--- config.mk ---
export PLATFORM = sky130hd
export DESIGN_NAME = mode_cache_reg
export DESIGN_NICKNAME = d
export VERILOG_FILES = /design/src/rtl/mode_cache_pkg.sv /design/src/rtl/mcr_shadow_regs.sv /design/src/rtl/mcr_size_derive.sv /design/src/rtl/mcr_summary_reg.sv /design/src/rtl/mode_cache_reg.sv
export SDC_FILE = /design/constraint.sdc
export NUM_CORES = 1
export LEC_CHECK = 0
export CORE_UTILIZATION = 40
export DETAILED_ROUTE_END_ITERATION = 10
export DONT_BUFFER_PORTS = 1
export SLEW_MARGIN = 20
export SYNTH_ARGS = -nofsm -noshare
export SYNTH_HDL_FRONTEND = slang
export SYNTH_SLANG_ARGS = --single-unit
--- constraint.sdc ---
create_clock -name clk -period 1.3 [get_ports clk]
set_clock_uncertainty 0.15 [all_clocks]
set_input_delay 0.065 -clock clk [delete_from_list [all_inputs] [get_ports clk]]
set_output_delay 0.065 -clock clk [all_outputs]
set_load 0.05 [all_outputs]
--- src/rtl/mode_cache_pkg.sv ---
package mode_cache_pkg;

  localparam int unsigned CODE_W = 2;

  typedef struct packed {
    logic [1:0]        cpl;
    logic              paging;
    logic              prot;
    logic [CODE_W-1:0] def_op;
    logic [CODE_W-1:0] alt_op;
    logic [CODE_W-1:0] def_addr;
    logic [CODE_W-1:0] alt_addr;
    logic [CODE_W-1:0] stack;
  } mode_summary_t;

  localparam logic [CODE_W-1:0] CODE_16 = 2'd1;
  localparam logic [CODE_W-1:0] CODE_32 = 2'd2;
  localparam logic [CODE_W-1:0] CODE_64 = 2'd3;

  localparam mode_summary_t SUMMARY_RESET = '{
    cpl: 2'd0, paging: 1'b0, prot: 1'b0,
    def_op: CODE_16, alt_op: CODE_32,
    def_addr: CODE_16, alt_addr: CODE_32,
    stack: CODE_16
  };

endpackage

--- src/rtl/mcr_shadow_regs.sv ---
module mcr_shadow_regs (
  input  logic       clk,
  input  logic       rst_n,
  input  logic       ld_ext,
  input  logic       ld_cr0,
  input  logic       ld_cs,
  input  logic       ld_ss,
  input  logic       new_lma,
  input  logic       new_pg,
  input  logic       new_pe,
  input  logic [1:0] new_dpl,
  input  logic       new_cs_big,
  input  logic       new_ss_big,
  output logic       lma_q,
  output logic       pg_q,
  output logic       pe_q,
  output logic [1:0] dpl_q,
  output logic       cs_big_q,
  output logic       ss_big_q
);

  always_ff @(posedge clk or negedge rst_n) begin
    if (!rst_n) begin
      lma_q <= 1'b0;
    end else if (ld_ext) begin
      lma_q <= new_lma;
    end
  end

  always_ff @(posedge clk or negedge rst_n) begin
    if (!rst_n) begin
      pg_q <= 1'b0;
      pe_q <= 1'b0;
    end else if (ld_cr0) begin
      pg_q <= new_pg;
      pe_q <= new_pe;
    end
  end

  always_ff @(posedge clk or negedge rst_n) begin
    if (!rst_n) begin
      dpl_q    <= 2'd0;
      cs_big_q <= 1'b0;
    end else if (ld_cs) begin
      dpl_q    <= new_dpl;
      cs_big_q <= new_cs_big;
    end
  end

  always_ff @(posedge clk or negedge rst_n) begin
    if (!rst_n) begin
      ss_big_q <= 1'b0;
    end else if (ld_ss) begin
      ss_big_q <= new_ss_big;
    end
  end

endmodule

--- src/rtl/mcr_size_derive.sv ---
module mcr_size_derive
  import mode_cache_pkg::*;
(
  input  logic          lma,
  input  logic          pg,
  input  logic          pe,
  input  logic [1:0]    dpl,
  input  logic          cs_big,
  input  logic          ss_big,
  input  logic          sub64,
  output mode_summary_t summary
);

  always_comb begin
    summary = SUMMARY_RESET;
    if (lma) begin
      summary.cpl    = dpl;
      summary.paging = pg;
      summary.prot   = pe;

      if (sub64 || cs_big) begin
        summary.def_op = CODE_32;
        summary.alt_op = CODE_16;
      end else begin
        summary.def_op = CODE_16;
        summary.alt_op = CODE_32;
      end

      if (sub64) begin
        summary.def_addr = CODE_64;
        summary.alt_addr = CODE_32;
      end else if (cs_big) begin
        summary.def_addr = CODE_32;
        summary.alt_addr = CODE_16;
      end else begin
        summary.def_addr = CODE_16;
        summary.alt_addr = CODE_32;
      end

      if (sub64) begin
        summary.stack = CODE_64;
      end else if (ss_big) begin
        summary.stack = CODE_32;
      end else begin
        summary.stack = CODE_16;
      end
    end
  end

endmodule

--- src/rtl/mcr_summary_reg.sv ---
module mcr_summary_reg
  import mode_cache_pkg::*;
(
  input  logic          clk,
  input  logic          rst_n,
  input  logic          load,
  input  mode_summary_t d,
  output mode_summary_t q
);

  mode_summary_t q_nxt;

  always_comb begin
    q_nxt = q;
    if (load) begin
      q_nxt = d;
    end
  end

  always_ff @(posedge clk or negedge rst_n) begin
    if (!rst_n) begin
      q <= SUMMARY_RESET;
    end else begin
      q <= q_nxt;
    end
  end

endmodule

--- src/rtl/mode_cache_reg.sv ---
module mode_cache_reg
  import mode_cache_pkg::*;
#(
  parameter int unsigned ADDR_W     = 4,
  parameter int unsigned DATA_W     = 32,
  parameter int unsigned SEL_EXT    = 0,
  parameter int unsigned SEL_CR0    = 1,
  parameter int unsigned SEL_CS     = 2,
  parameter int unsigned SEL_SS     = 3,
  parameter int unsigned LMA_BIT    = 10,
  parameter int unsigned PG_BIT     = 31,
  parameter int unsigned PE_BIT     = 0,
  parameter int unsigned DPL_LSB    = 0,
  parameter int unsigned CS_BIG_BIT = 2,
  parameter int unsigned SS_BIG_BIT = 2
) (
  input  logic              clk,
  input  logic              rst_n,
  input  logic              wr_en,
  input  logic [ADDR_W-1:0] wr_sel,
  input  logic [DATA_W-1:0] wr_data,
  input  logic              sub64,
  output logic [1:0]        cpl,
  output logic              paging,
  output logic              prot,
  output logic [1:0]        def_op,
  output logic [1:0]        alt_op,
  output logic [1:0]        def_addr,
  output logic [1:0]        alt_addr,
  output logic [1:0]        stack
);

  localparam logic [ADDR_W-1:0] A_EXT = ADDR_W'(SEL_EXT);
  localparam logic [ADDR_W-1:0] A_CR0 = ADDR_W'(SEL_CR0);
  localparam logic [ADDR_W-1:0] A_CS  = ADDR_W'(SEL_CS);
  localparam logic [ADDR_W-1:0] A_SS  = ADDR_W'(SEL_SS);

  logic ld_ext, ld_cr0, ld_cs, ld_ss, recompute;
  logic unused_data;

  logic       lma_q, pg_q, pe_q, cs_big_q, ss_big_q;
  logic [1:0] dpl_q;

  logic       new_lma, new_pg, new_pe, new_cs_big, new_ss_big;
  logic [1:0] new_dpl;

  logic       eff_pg, eff_pe, eff_cs_big, eff_ss_big;
  logic [1:0] eff_dpl;

  mode_summary_t next_summary;
  mode_summary_t summary_q;

  // Write decode
  always_comb begin
    ld_ext    = wr_en && (wr_sel == A_EXT);
    ld_cr0    = wr_en && (wr_sel == A_CR0);
    ld_cs     = wr_en && (wr_sel == A_CS);
    ld_ss     = wr_en && (wr_sel == A_SS);
    recompute = ld_cr0 || ld_cs || ld_ss;
  end

  // Field extraction from the write data
  always_comb begin
    new_lma    = wr_data[LMA_BIT];
    new_pg     = wr_data[PG_BIT];
    new_pe     = wr_data[PE_BIT];
    new_dpl    = wr_data[DPL_LSB +: 2];
    new_cs_big = wr_data[CS_BIG_BIT];
    new_ss_big = wr_data[SS_BIG_BIT];
  end

  assign unused_data = ^wr_data;

  // Forward the register being written; keep the stored ones
  always_comb begin
    eff_pg     = ld_cr0 ? new_pg     : pg_q;
    eff_pe     = ld_cr0 ? new_pe     : pe_q;
    eff_dpl    = ld_cs  ? new_dpl    : dpl_q;
    eff_cs_big = ld_cs  ? new_cs_big : cs_big_q;
    eff_ss_big = ld_ss  ? new_ss_big : ss_big_q;
  end

  mcr_shadow_regs u_shadow (
    .clk        (clk),
    .rst_n      (rst_n),
    .ld_ext     (ld_ext),
    .ld_cr0     (ld_cr0),
    .ld_cs      (ld_cs),
    .ld_ss      (ld_ss),
    .new_lma    (new_lma),
    .new_pg     (new_pg),
    .new_pe     (new_pe),
    .new_dpl    (new_dpl),
    .new_cs_big (new_cs_big),
    .new_ss_big (new_ss_big),
    .lma_q      (lma_q),
    .pg_q       (pg_q),
    .pe_q       (pe_q),
    .dpl_q      (dpl_q),
    .cs_big_q   (cs_big_q),
    .ss_big_q   (ss_big_q)
  );

  mcr_size_derive u_derive (
    .lma     (lma_q),
    .pg      (eff_pg),
    .pe      (eff_pe),
    .dpl     (eff_dpl),
    .cs_big  (eff_cs_big),
    .ss_big  (eff_ss_big),
    .sub64   (sub64),
    .summary (next_summary)
  );

  mcr_summary_reg u_summary (
    .clk   (clk),
    .rst_n (rst_n),
    .load  (recompute),
    .d     (next_summary),
    .q     (summary_q)
  );

  always_comb begin
    cpl      = summary_q.cpl;
    paging   = summary_q.paging;
    prot     = summary_q.prot;
    def_op   = summary_q.def_op;
    alt_op   = summary_q.alt_op;
    def_addr = summary_q.def_addr;
    alt_addr = summary_q.alt_addr;
    stack    = summary_q.stack;
  end

endmodule

# Word level (Yosys, flattened, before mapping)
# Cells that the tools add are included.
[word_totals]
inputBits = 40
reg_bits = 21
output_inout_bits = 14
elab_cells = 36
[op_classes]
eq_ne = 3
n_reduce_logical = 8
mux = 11
[op_table]
columns = ["operator", "n"]
rows = [
  ["$mux W14", 1],
  ["$mux W4", 3],
  ["$eq A4 B2 Y1 const B", 2],
  ["$mux W2", 3],
  ["$eq A4 B1 Y1 const B", 1],
  ["$logic_and A1 B1 Y1", 4],
  ["$logic_not A4 Y1", 1],
  ["$mux W1", 4],
  ["$logic_or A1 B1 Y1", 3],
]

# Depth between registers and ports, before layout
[logic_depth]
depth_word = 6
ltp_mapped = 4
mapped_depth_nobuf = 3

# Modules after synthesis
# From an unflattened synthesis, not the netlist that was laid out.
[hier_totals]
cells_unflattened = 73
area_unflattened_um2 = 1029.7
[by_module_without_submodules]
columns = ["mod", "seq_area_each_um2", "cells_each", "area_each_um2", "instances"]
rows = [
  ["mcr_summary_reg", 356.6, 29, 525.5, 1],
  ["mcr_shadow_regs", 175.2, 14, 254.0, 1],
  ["mode_cache_reg", 0.0, 15, 135.1, 1],
  ["mcr_size_derive", 0.0, 15, 115.1, 1],
]

# Worst setup path after synthesis
# OpenSTA, ideal clock, no wires.
[synth_path]
path_type = "reg-to-reg"
start = "reg u_shadow.lma_q"
end = "reg u_summary.q[8] (netlist bit)"
n_path_buf = 0
t_required_ns = 1.070
synth_period_minus_slack_ns = 1.212
setup_slack_ns = 0.088
setup_ns = 0.080
arrival_ns = 0.983
stages_incl_launch_ff = 4
cell_sequence = "dfrtp_1 nand4bb_1 or2_2 o22a_1"
[synth_between]
elab_chain_len = 1
[synth_rtl]
columns = ["item", "line_no", "source"]
rows = [
  ["start, declared", "mcr_shadow_regs.sv:14", "output logic lma_q,"],
  ["start signal, assigned", "mcr_shadow_regs.sv:26", "lma_q <= new_lma;"],
  ["$mux W14", "mcr_size_derive.sv:16", "if (lma) begin"],
  ["end signal, assigned", "mcr_summary_reg.sv:24", "q <= q_nxt;"],
  ["end, declared", "mcr_summary_reg.sv:8", "output mode_summary_t q"],
]
# No other way between the ends.
# A chain may end at the register's enable or synchronous reset.

==> flow_summary.yaml <==
pwr:
  p_clk_frac: 0.172
  seqPwrFrac: 0.434
  power.switching_uw: 620
  power_density_mw_per_mm2: 1480
  p_int_uw: 1010
  comb_power_share: 0.394
  max-vdd-ir-drop_mv: 0.772
  leakagePower_uw: 0.000505
  swShare: 0.381
floorplan:
  core_mm2: 0.00196
  start_util: 0.427
  die_w_um: 47.8
  num_rows: 16
  fp.dieH_um: 47.8
  ios: 54
  dieArea_mm2: 0.00228
logic_synthesis:
  synth_top_area_frac: 0.418
  synth.most_common_cell: "dfrtp_1"
  yosys-top-cells-count: "14 x dfrtp_1, 9 x nand2_1, 8 x mux2_2"
  synth-seq-area-share: 0.512
  yosys-top-cells-area: "dfrtp_1 42%, mux2_2 11%, dfstp_2 9.4%"
  yosys.area.top_type: "dfrtp_1"
  synthArstFlopShare: 1.00
  synth_cells: 72
  ys_types: 28
  ys_warn_count: 0
  ys_ff_latch: 17
  synth_area_per_cell_um2: 11.6
  synth-edff-count: 0
  syn-num-nets: 112
  netlist_area_um2: 838
  synthFlopType: "dfrtp_1"
critical_path:
  crit_type: "reg -> out"
  r2r.worst_path.cells: 3
  cp_cell_sequence: "buf_12"
  crit_slowest_cell: "dfstp_2"
  r2r_slack_ns: 0.10
  crit_fanout: 2
  cp.required_ns: 1.09
  crit_buf_inv: 1
  critPathMaxStageDelay_ns: 0.57
  worstSetupEndpointType: "output port"
  worstReg2RegEnd: "u_summary.q[0]"
  cp-start-kind: "flop"
  critPathArrivalTime_ns: 1.03
  r2r-start: "u_shadow.lma_q"
  cp_top_family: "flip-flops"
run_status:
  status: "finished with violations"
  violations: "hold timing"
timing:
  tns_ns: 0
  rsz0062_at_grt: "no"
  slew_headroom: 0.486
  worstMarginPinSlew_ns: 0.768
  timing.final.crit_period_ns: 1.25
  fmax_mhz: 803
  slew_viol_final: 0
  timing.final.hold_violations: 10
  whs_ns: -0.150
  fin_crit_sh: 0.958
  setup_viol: 0
routing:
  wl_per_cell_um: 13.9
  drt-pass1-iter-count: 4
  ant_nets: 0
  dr_total_vias: 623
  first_iter_violations: 8
  drc: 0
  viasPerCell: 5.19
  drt-total-wl_mm: 1.67
placement:
  io_buffers: 0
  post-dp-hpwl_mm: 1.18
  gp_congestion: 0.705
grt:
  antenna_found_initial: 0
  grt_pass1_wl_mm: 2.46
  first_global_vias: 565
  grt_use_total: 0.160
  grt_max_degree: 18
  overflow: 0
finish:
  area_growth_pct: 31.3
  drive_above_1_share: 0.333
  final_nets: 134
  diodes: 0
cts:
  cts_tree: "built"
  postCtsHoldBufs: 10
  postCtsSetupRepairBufs: 0
  cts_root_buf: "clkbuf_4"
  cts_max_level: 1
  cts_buffer_depth: 2
  insertion_delay_ns: 0.28
  cts_sinks: 17
  path_clk_slew_ns: 0.10
  cts_buffers: 3
worst_hold_path:
  hold_path.class: "in -> reg"
  min_path_cells: 2
  hold_start: "wr_sel[0]"
  hold_path_end: "u_summary.q[1]"
run:
  max-cap-violations: 0
## per-layer routing
layer  vias up  wire length, um  GRT usage
met5         -                0          0
met4         0               25     0.0667
met3         4               95     0.0528
met2        16              800      0.241
met1       298              747      0.210
li1        305                -          -
## worst max path at each step
stage / from / endpoint / slack, ns / cells past startpoint
after floorplan: u_shadow.lma_q / u_summary.q[8] / 0.09 / 3
after global placement: u_shadow.lma_q / u_summary.q[2] / 0.10 / 4
after detailed placement: u_shadow.lma_q / u_summary.q[2] / 0.08 / 4
after CTS: wr_sel[1] / u_summary.q[2] / 0.02 / 4
after global routing: u_summary.q[4] / alt_addr[1] / 0.009 / 1
final: u_summary.q[4] / alt_addr[1] / 0.05 / 1
## cell usage in the layout (no fill, tap or decap), drive strengths merged
cell type,synthesis,final
and3b,1,1
dfstp,3,3
o32a,1,1
clkbuf,0,4
nor2,1,1
a22oi,2,2
a21oi,1,1
dfrtp,14,14
nand3,1,1
nand4bb,1,1
mux2,8,8
dlygate4sd3,0,9
a21o,1,1
a32o,3,3
or2,1,1
buf,6,13
nand2,9,9
a311oi,1,1
a211oi,1,1
dlymetal6s4s,0,1
inv,3,3
o2bb2ai,3,3
o22a,1,1
nand3b,1,1
nor2b,2,2
o21ai,4,4
nor3b,1,1
o211a,1,1
a21boi,1,1
## logic make-up (layout without fill, tap and decap cells)
group	after synthesis	count (layout)	share of synthesized area
AO/OA/AOI/OAI	20	20	0.191
buffers and inverters	9	30	0.0612
flip-flops	17	17	0.512
multiplexers	8	8	0.107
AND/OR/NAND/NOR	18	18	0.128
## sequential cells by signal (all words and copies together) (netlist names)
register and cells:
u_shadow.cs_big_q 1, u_shadow.pg_q 1, u_shadow.pe_q 1, u_shadow.ss_big_q 1
u_summary.q 10, u_shadow.dpl_q 2, u_shadow.lma_q 1
## per-stage QoR
step	std cells	total power, uW	instance area, um2	setup WS (ns)	util
after floorplan	72	1170	838	0.0879	-
after global placement	106	1300	955	0.101	0.487
after detailed placement	106	1310	955	0.0781	0.487
after CTS	120	1630	1080	0.0217	0.553
after global routing	120	1720	1100	0.00950	0.561
final	120	1630	1100	0.0549	0.561
## final cells by class
class / instances / area [um2]
multi-input combinational: 46 / 363
tap: 27 / 33.8
sequential: 17 / 429
inverter: 3 / 11.3
fill: 198 / 861
clock buffer: 4 / 26.3
timing repair buffer: 23 / 238
## power groups by stage
stage / combinational (uW) / sequential (uW) / clock (uW)
floorplan: 277 / 897 / 0
global placement: 586 / 710 / 0
detailed placement: 593 / 715 / 0
CTS: 636 / 705 / 287
global route: 681 / 722 / 321
finish: 642 / 707 / 281
## repair_timing
action                     in CTS  in global routing
setup endpoints to repair       2                  4
resized for setup               1                  4
hold endpoints to repair       34                 11
Note: power is estimated with default switching activity, not from simulation.
